==> src/rtl/irtr_pkg.sv <==
package irtr_pkg;

    // word offsets (byte offset / 8) inside one processor bank
    localparam int OFS_MASK     = 0;
    localparam int OFS_MBOX     = 1;
    localparam int OFS_MSET     = 2;
    localparam int OFS_MCLR     = 3;
    localparam int OFS_PEND     = 4;
    localparam int OFS_PCLR     = 5;
    localparam int ROUTE_BASE_W = 128;

    typedef enum logic [0:0] {
        BUS_IDLE = 1'b0,
        BUS_RESP = 1'b1
    } bus_state_e;

endpackage

==> src/rtl/irtr_line_map.sv <==
module irtr_line_map #(
    parameter int NSRC = 64,
    parameter int NOUT = 5,
    parameter int RW   = 3
) (
    input  logic [NSRC-1:0]    act,
    input  logic [NSRC-1:0]    mask,
    input  logic [NSRC*RW-1:0] route_flat,
    output logic [NOUT-1:0]    lines
);

    for (genvar l = 0; l < NOUT; l++) begin : g_line
        logic hit;
        always_comb begin
            hit = 1'b0;
            for (int i = 0; i < NSRC; i++) begin
                if (act[i] && !mask[i] && (route_flat[i*RW +: RW] == RW'(l))) begin
                    hit = 1'b1;
                end
            end
        end
        assign lines[l] = hit;
    end

endmodule

==> src/rtl/irtr_cpu_bank.sv <==
module irtr_cpu_bank
    import irtr_pkg::*;
#(
    parameter int NSRC     = 64,
    parameter int NOUT     = 5,
    parameter int RW       = 3,
    parameter int WW       = 8,
    parameter int MBOX_SRC = 26,
    parameter int MBOX_HI  = 16
) (
    input  logic            clk,
    input  logic            rst_n,
    input  logic            wr_en,
    input  logic [WW-1:0]   word,
    input  logic [NSRC-1:0] wdata,
    input  logic [NSRC-1:0] irq_src,
    input  logic [NSRC-1:0] bridge_hit,
    output logic [NSRC-1:0] rd_val,
    output logic [NOUT-1:0] lines,
    output logic [NSRC-1:0] mask_o,
    output logic [NSRC-1:0] mbox_o,
    output logic [NSRC-1:0] pend_o
);

    logic [NSRC-1:0]    mask_q;
    logic [NSRC-1:0]    mbox_q;
    logic [NSRC-1:0]    pend_q;
    logic [RW-1:0]      route_q [NSRC];
    logic [NSRC*RW-1:0] route_flat;
    logic [NSRC-1:0]    act;
    logic [NSRC-1:0]    mset_bits;
    logic [NSRC-1:0]    mclr_bits;
    logic [NSRC-1:0]    pclr_bits;

    assign mset_bits = (wr_en && word == WW'(OFS_MSET)) ? wdata : '0;
    assign mclr_bits = (wr_en && word == WW'(OFS_MCLR)) ? wdata : '0;
    assign pclr_bits = (wr_en && word == WW'(OFS_PCLR)) ? wdata : '0;

    always_ff @(posedge clk or negedge rst_n) begin
        if (!rst_n) begin
            mask_q <= '1;
        end else if (wr_en && word == WW'(OFS_MASK)) begin
            mask_q <= wdata;
        end
    end

    always_ff @(posedge clk or negedge rst_n) begin
        if (!rst_n) begin
            mbox_q <= '0;
        end else begin
            mbox_q <= (mbox_q & ~mclr_bits) | mset_bits;
        end
    end

    // a bridge hit outranks a clear of the same bit
    always_ff @(posedge clk or negedge rst_n) begin
        if (!rst_n) begin
            pend_q <= '0;
        end else begin
            pend_q <= (pend_q & ~pclr_bits) | bridge_hit;
        end
    end

    always_ff @(posedge clk or negedge rst_n) begin
        if (!rst_n) begin
            for (int i = 0; i < NSRC; i++) begin
                route_q[i] <= '0;
            end
        end else if (wr_en) begin
            for (int i = 0; i < NSRC; i++) begin
                if (word == WW'(ROUTE_BASE_W + i)) begin
                    route_q[i] <= wdata[RW-1:0];
                end
            end
        end
    end

    for (genvar i = 0; i < NSRC; i++) begin : g_flat
        assign route_flat[i*RW +: RW] = route_q[i];
    end

    always_comb begin
        act           = irq_src | pend_q;
        act[MBOX_SRC] = |mbox_q[NSRC-1 -: MBOX_HI];
    end

    always_comb begin
        rd_val = '0;
        if (word == WW'(OFS_MASK)) begin
            rd_val = mask_q;
        end else if (word == WW'(OFS_MBOX)) begin
            rd_val = mbox_q;
        end else if (word == WW'(OFS_PEND)) begin
            rd_val = pend_q;
        end
        for (int i = 0; i < NSRC; i++) begin
            if (word == WW'(ROUTE_BASE_W + i)) begin
                rd_val = {{(NSRC-RW){1'b0}}, route_q[i]};
            end
        end
    end

    irtr_line_map #(
        .NSRC (NSRC),
        .NOUT (NOUT),
        .RW   (RW)
    ) u_map (
        .act        (act),
        .mask       (mask_q),
        .route_flat (route_flat),
        .lines      (lines)
    );

    assign mask_o = mask_q;
    assign mbox_o = mbox_q;
    assign pend_o = pend_q;

endmodule

==> src/rtl/irtr_bus_fsm.sv <==
module irtr_bus_fsm
    import irtr_pkg::*;
#(
    parameter int DW = 64
) (
    input  logic          clk,
    input  logic          rst_n,
    input  logic          rd,
    input  logic [DW-1:0] rd_val,
    output logic [DW-1:0] rdata,
    output logic          rvalid
);

    bus_state_e    state_q;
    bus_state_e    state_d;
    logic [DW-1:0] data_q;

    always_comb begin
        state_d = state_q;
        unique case (state_q)
            BUS_IDLE: if (rd)  state_d = BUS_RESP;
            BUS_RESP: if (!rd) state_d = BUS_IDLE;
            default:           state_d = BUS_IDLE;
        endcase
    end

    always_ff @(posedge clk or negedge rst_n) begin
        if (!rst_n) begin
            state_q <= BUS_IDLE;
        end else begin
            state_q <= state_d;
        end
    end

    always_ff @(posedge clk or negedge rst_n) begin
        if (!rst_n) begin
            data_q <= '0;
        end else if (rd) begin
            data_q <= rd_val;
        end
    end

    always_comb begin
        rvalid = (state_q == BUS_RESP);
        rdata  = data_q;
    end

endmodule

==> src/rtl/intr_router.sv <==
module intr_router
    import irtr_pkg::*;
#(
    parameter int NSRC     = 64,
    parameter int NOUT     = 5,
    parameter int NCPU     = 2,
    parameter int AW       = 12,
    parameter int MBOX_SRC = 26,
    parameter int MBOX_HI  = 16
) (
    input  logic                 clk,
    input  logic                 rst_n,
    input  logic                 bus_wr,
    input  logic                 bus_rd,
    input  logic [AW-1:0]        bus_addr,
    input  logic [NSRC-1:0]      bus_wdata,
    output logic [NSRC-1:0]      bus_rdata,
    output logic                 bus_rvalid,
    input  logic [NSRC-1:0]      irq_src,
    input  logic [NSRC-1:0]      bridge_hit,
    output logic [NCPU*NOUT-1:0] irq_req
);

    localparam int CB = (NCPU > 1) ? $clog2(NCPU) : 1;
    localparam int WW = AW - CB - 3;
    localparam int RW = $clog2(NOUT + 1);

    logic [CB-1:0]        cpu_sel;
    logic [WW-1:0]        word;
    logic                 aligned;
    logic [NCPU*NSRC-1:0] rd_flat;
    logic [NCPU*NSRC-1:0] mask_flat;
    logic [NCPU*NSRC-1:0] mbox_flat;
    logic [NCPU*NSRC-1:0] pend_flat;
    logic [NSRC-1:0]      rd_mux;

    assign cpu_sel = bus_addr[AW-1 -: CB];
    assign word    = bus_addr[3 +: WW];
    assign aligned = (bus_addr[2:0] == 3'b000);

    for (genvar c = 0; c < NCPU; c++) begin : g_cpu
        irtr_cpu_bank #(
            .NSRC     (NSRC),
            .NOUT     (NOUT),
            .RW       (RW),
            .WW       (WW),
            .MBOX_SRC (MBOX_SRC),
            .MBOX_HI  (MBOX_HI)
        ) u_bank (
            .clk        (clk),
            .rst_n      (rst_n),
            .wr_en      (bus_wr && aligned && (cpu_sel == CB'(c))),
            .word       (word),
            .wdata      (bus_wdata),
            .irq_src    (irq_src),
            .bridge_hit (bridge_hit),
            .rd_val     (rd_flat[c*NSRC +: NSRC]),
            .lines      (irq_req[c*NOUT +: NOUT]),
            .mask_o     (mask_flat[c*NSRC +: NSRC]),
            .mbox_o     (mbox_flat[c*NSRC +: NSRC]),
            .pend_o     (pend_flat[c*NSRC +: NSRC])
        );
    end

    always_comb begin
        rd_mux = '0;
        for (int c = 0; c < NCPU; c++) begin
            if (aligned && cpu_sel == CB'(c)) begin
                rd_mux = rd_flat[c*NSRC +: NSRC];
            end
        end
    end

    irtr_bus_fsm #(
        .DW (NSRC)
    ) u_bus (
        .clk    (clk),
        .rst_n  (rst_n),
        .rd     (bus_rd),
        .rd_val (rd_mux),
        .rdata  (bus_rdata),
        .rvalid (bus_rvalid)
    );

endmodule

==> config.mk <==
export PLATFORM = sky130hd
export DESIGN_NAME = intr_router
export DESIGN_NICKNAME = d
export VERILOG_FILES = /design/src/rtl/irtr_pkg.sv /design/src/rtl/irtr_line_map.sv /design/src/rtl/irtr_cpu_bank.sv /design/src/rtl/irtr_bus_fsm.sv /design/src/rtl/intr_router.sv
export SDC_FILE = /design/constraint.sdc
export NUM_CORES = 2
export LEC_CHECK = 0
export BUFFER_PORTS_ARGS = -buffer_cell sky130_fd_sc_hd__buf_2
export CAP_MARGIN = 5
export CORE_ASPECT_RATIO = 1.1
export CORE_UTILIZATION = 40
export CTS_CLUSTER_SIZE = 40
export DETAILED_ROUTE_END_ITERATION = 10
export MAX_ROUTING_LAYER = met4
export SLEW_MARGIN = 30
export SYNTH_ARGS = -nofsm -noshare
export SYNTH_HDL_FRONTEND = slang
export SYNTH_SLANG_ARGS = --single-unit
export TNS_END_PERCENT = 10
==> constraint.sdc <==
create_clock -name clk -period 2.84 [get_ports clk]
set_input_delay 0.426 -clock clk [delete_from_list [all_inputs] [get_ports clk]]
set_output_delay 0.426 -clock clk [all_outputs]
set_load 0.01 [all_outputs]
# ---- After elaboration in Yosys (flattened, before gate mapping)
# Index checks and enable logic that the tools add are counted.
dict set report totals {
  regBits 833
  inputBits 208
  output_inout_bits 75
  wordCells 2684
}
dict set report op_classes {
  n_eq_ne 581
  mux 783
  bitwise_logic 15
  n_reduce_logical 1169
}
# operator count
set ops {}
lappend ops {{two-way mux 64 bit} 142}
lappend ops {{logical AND 1 bit} 781}
lappend ops {{equality test 3 x 2 -> 1 bit (second input constant)} 256}
lappend ops {{two-way mux 1 bit} 641}
lappend ops {{equality test 8 bit (second input constant)} 64}
lappend ops {{zero test 3 bit} 129}
lappend ops {{equality test 3 x 1 -> 1 bit (second input constant)} 128}
lappend ops {{equality test 3 bit (second input constant)} 128}
lappend ops {{bitwise OR 64 bit} 6}
lappend ops {{AND 64 bit} 4}
lappend ops {{NOT 64 bit} 4}
lappend ops {{AND reduction 2 bit} 128}
lappend ops {{zero test 1 bit} 128}
lappend ops {{OR reduction 16 bit} 2}
lappend ops {{equality test 8 x 2 -> 1 bit (second input constant)} 2}
lappend ops {{equality test 8 x 3 -> 1 bit (second input constant)} 2}
lappend ops {{equality test 8 x 1 -> 1 bit (second input constant)} 1}
lappend ops {{zero test 8 bit} 1}
lappend ops {{NOT 1 bit} 1}

# ---- Depth between registers and ports, before layout
dict set report logic_depth {
  depth_word 70
  depth_mapped 14
  mapped_depth_nobuf 8
}

# ---- Cells and area by module
# From an unflattened synthesis, not the netlist that was laid out.
dict set report unflattened {
  hier_cells 4763
  hier_area_um2 48590.4
}
# mod n_inst cells_per_inst area_each_um2 seq_area_each_um2
set modules_own_cells {}
lappend modules_own_cells {irtr_cpu_bank 2 1666 18794.3 9689.3}
lappend modules_own_cells {irtr_line_map 2 574 3637.2 0.0}
lappend modules_own_cells {irtr_bus_fsm 1 136 2703.8 1626.6}
lappend modules_own_cells {intr_router 1 147 1023.5 0.0}

# ---- Worst setup path before layout
# Ideal clock, no wire load.
dict set report synth_timing {
  path_type {input-to-reg}
  startpoint {input port bus_addr[3]}
  endpoint {register u_bus.data_q[0], in the netlist u_bus.rdata[0]}
  setup_time_ns 0.133
  t_arrival_ns 2.461
  required_time_ns 2.707
  path_slack_ns 0.245
  cell_stages 12
  n_path_buf 5
  path_cell_list {buf_4 buf_4 buf_2 buf_2 buf_2 mux2_2 o21ai_0 nand2_1 a2111oi_0 o311ai_0 nand2_1 nand4_1}
}
dict set report synth_via {
  elab_chain_cells 70
}
# element line
set synth_lines {}
lappend synth_lines {{start, declared} intr_router.sv:15} ;# input logic [AW-1:0] bus_addr,
lappend synth_lines {{equality test 8 x 3 -> 1 bit} irtr_cpu_bank.sv:93} ;# end else if (word == WW'(OFS_PEND)) begin
lappend synth_lines {{two-way mux 64 bit} irtr_cpu_bank.sv:93}
lappend synth_lines {{two-way mux 64 bit} irtr_cpu_bank.sv:91} ;# end else if (word == WW'(OFS_MBOX)) begin
lappend synth_lines {{two-way mux 64 bit} irtr_cpu_bank.sv:89} ;# if (word == WW'(OFS_MASK)) begin
lappend synth_lines {{two-way mux 64 bit (64 in a row)} irtr_cpu_bank.sv:97} ;# if (word == WW'(ROUTE_BASE_W + i)) begin
lappend synth_lines {{two-way mux 64 bit} intr_router.sv:68} ;# if (aligned && cpu_sel == CB'(c)) begin
lappend synth_lines {{two-way mux 64 bit *} intr_router.sv:68}
lappend synth_lines {{end signal, assigned} irtr_bus_fsm.sv:39} ;# data_q <= rd_val;
lappend synth_lines {{end, declared} irtr_bus_fsm.sv:16} ;# logic [DW-1:0] data_q;
# Mark *: on every way between the ends. The rest lies on a longest branch, timed or not.
# A chain may end at the register's enable or synchronous reset.

# ---- Worst setup path in the final report
dict set report layout_timing {
  startpoint {register g_cpu[0].u_bank.pend_q[45]}
  endpoint {output port irq_req[2]}
}
dict set report layout_via {
  elab_chain_cells 22
}
# element line
set layout_lines {}
lappend layout_lines {{start, declared} irtr_cpu_bank.sv:27} ;# logic [NSRC-1:0] pend_q;
lappend layout_lines {{start signal, assigned} irtr_cpu_bank.sv:60} ;# pend_q <= (pend_q & ~pclr_bits) | bridge_hit;
lappend layout_lines {{bitwise OR 64 bit} irtr_cpu_bank.sv:83} ;# act = irq_src | pend_q;
lappend layout_lines {{logical AND 1 bit (2 in a row)} irtr_line_map.sv:17} ;# if (act[i] && !mask[i] && (route_flat[i*RW +: RW] == RW'(l))) begin
lappend layout_lines {{two-way mux 1 bit (19 in a row)} irtr_line_map.sv:17}
lappend layout_lines {{end, declared} intr_router.sv:21} ;# output logic [NCPU*NOUT-1:0] irq_req
# Every way passes these cells.

==> run_results.csv <==
group,metric,value,unit
status,status,"finished with violations",
status,violations,"setup timing",
min_path,hp-start,"bus_wdata[30]",
sta,max_freq,264,MHz
setup_path,crit_start,"g_cpu[0].u_bank.pend_o[45]",
final_layout,stdcell_count,8138,
sta,post-route-period-util,134,%
drt,ant_nets,0,
setup_path,cp.required,2.41,ns
cts,htreeDepth,3,
synth,synth_edf_count,0,
cts,clk_latency,0.76,ns
synth,ys_warn_count,0,
floorplan,start_util,40.5,%
sta,finalCriticalPeriod,3.79,ns
floorplan,num_rows,131,
drt,drc,0,
synth,ys_types,90,
cts,cts.sinks,833,
drt,drt-total-wl,316000,microns
cts,numCtsBuffers,94,
synth,synthArstFlopShare,100,%
pwr,powerDensity,422,nW/um^2
placement,post-place-cells,7861,
synth,ys.flop_type,"dfrtp_1",
grt,grt_max_degree,99,
sta,worstMarginPinSlew,1.09,ns
sta,report.final.slew_viol_count,0,
sta,clock_skew,0.0281,ns
floorplan,core,117000,sq um
setup_path,timing.rr.start,"g_cpu[0].u_bank.route_flat[67]",
setup_path,crit_type,"reg -> out",
sta,slew-limit-headroom,26.6,%
synth,ys_ff_latch,833,
synth,ys_seq_area_share,44.4,%
drt,wl_per_cell,38.8,microns
synth,avgSynthCellArea,9.67,sq um
grt,grt_first_pass_wirelength,425000,microns
setup_path,critPathArrivalTime,3.37,ns
pwr,ir_worst_vdd,545,uV
cts,cts_tree,"yes",
setup_path,cp-start-kind,"flop",
sta,hold_ws,0.0177,ns
floorplan,ios,283,
final_layout,area_growth,41.0,%
cts,clk_path_buf_depth,3,
synth,synth_nets,5101,
sta,hold_viol,0,
min_path,hold_class,"in -> reg",
sta,fin_ws,-0.953,ns
placement,dp_slack,-1.19,ns
floorplan,dieArea,120000,sq um
final_layout,nNetsFinal,6707,
grt,antenna_found_initial,25,
cts,clock-root-buffer,"clkbuf_16",
final_layout,drive_gt1_share,42.1,%
job,drv_cap,0,
cts,path_clk_slew,0.06,ns
setup_path,cp_max_fo,2,
sta,rsz0062_at_grt,"true",
sta,setup_tns,-8.39,ns
grt,track_usage,53.7,%
placement,dp_hpwl,256000,microns
drt,vias_per_cell,6.61,
placement,globalplace.congestion,1.16,
drt,drt-initial-drc-count,7641,
synth,synthCells,4893,
grt,grt_pass1_vias,52000,
pwr,p_total,0.0282,W
setup_path,crit_path_end_kind,"output port",
drt,drt_pass1_iterations,9,
floorplan,die_x,330,microns
placement,port_buffers,281,
synth,netlist_area,47300,sq um
sta,setup_viol_count_final,10,
drt,vias,53800,
floorplan,die-height,363,microns
pwr,p_leak,29.7,nW
grt,grt_overflow,0,
## worst paths after layout
path                                              endpoint  slack [ns]  cells after the start
max in group asynchronous       g_cpu[0].u_bank.mask_o[10]        1.52                      4
worst max-delay path                            irq_req[2]       -0.95                     10
min in group asynchronous                  u_bus.rdata[45]        0.23                      2
worst min register to register             u_bus.rdata[49]        0.49                      1
worst max register to register              u_bus.rdata[1]        0.13                     11
worst min-delay path            g_cpu[0].u_bank.mbox_o[30]        0.02                      2
## cell usage after synthesis (128+ instances only)
master	n	area (sq um)
nor3_1	139	696
dfstp_2	128	3360
o21ai_0	164	821
clkbuf_1	230	863
nand3_1	137	686
nand2_1	678	2540
a21oi_1	140	701
o22ai_1	140	876
nor2_1	362	1360
a22oi_1	184	1380
dfrtp_1	705	17600
a21o_1	133	998
mux2_2	514	5790
a22o_1	140	1230
## cell families (layout without fill, tap and decap cells)
group,Yosys count,after routing,synth area share (%)
AO/OA/AOI/OAI,1364,1364,21.2
multiplexers,539,539,12.9
AND/OR/NAND/NOR,1748,1748,17.8
flip-flops,833,833,44.4
buffers and inverters,409,2097,3.73
other,0,28,0
## state kept, by name, indices dropped and copies added, names as in the netlist
signal                   cells
g_cpu.u_bank.mbox_o        128
g_cpu.u_bank.mask_o        128
u_bus.rdata                 64
g_cpu.u_bank.pend_o        128
g_cpu.u_bank.route_flat    384
u_bus.rvalid                 1
## placed cells by master, fill, tap and decap left out, drive strengths merged, types with 68 or more instances in the layout
master and n:
nand3b 73, dlygate4sd3 71, dfrtp 705, a22oi 184, nand2 681, a21o 133, clkbuf 128, nand4 68
a21oi 140, o22ai 140, nor4 83, a22o 140, o21bai 76, nand3 137, buf 1787, nor2 366
nor3 140, dfstp 128, mux2 520, o21ai 172
## timing repair
| item | 4_1_cts | 5_1_grt |
|---|---|---|
| pin swaps | 13 | 16 |
| setup endpoints to repair | 10 | 11 |
| buffers inserted | 1 | 1 |
| endpoints found under the hold margin | 170 | 0 |
| hold buffers | 71 | 0 |
| gates resized for setup | 90 | 37 |
## through the flow
stage	util, %	area, sq um
6_report	57.2	66700
5_1_grt	57.2	66700
4_1_cts	56.9	66400
3_5_place_dp	53.1	62000
3_3_place_gp	53.1	62000
2_1_floorplan	-	47300
## worst max-delay path, cell delays in order, from the launching register on
cell,delay (ns)
dfrtp_1,0.43
o21bai_4,0.30
buf_6,0.21
nor2_4,0.05
nand2_2,0.07
o22ai_2,0.06
a311oi_2,0.36
buf_4,0.18
nand4_1,0.21
or4_4,0.59
buf_6,0.15
## cell type report
| class | count | area, sq um |
|---|---|---|
| fill | 10200 | 50000 |
| multi-input combinational | 3651 | 25400 |
| sequential | 833 | 21000 |
| timing repair buffer | 1859 | 14800 |
| clock buffer | 127 | 2640 |
| tap | 1529 | 1910 |
| clock inverter | 51 | 714 |
| inverter | 60 | 226 |
| antenna | 28 | 70.1 |
## report_power, final
group / leakage, nW / internal [W] / switching (W)
logic: 17.5 / 0.000928 / 0.00169
clock network: 1.64 / 0.00778 / 0.00579
registers: 10.5 / 0.0119 / 0.0000584
## routing by layer
layer  vias to the layer above  track usage [%]  routed length (microns)
met5                         -                -                        0
met4                         0             45.3                    33200
met3                      1145             17.3                    37700
met2                      4192             75.3                   133000
met1                     26800             61.9                   112000
li1                      21700                -                        -
No activity file was read; power rests on OpenSTA's default activity.
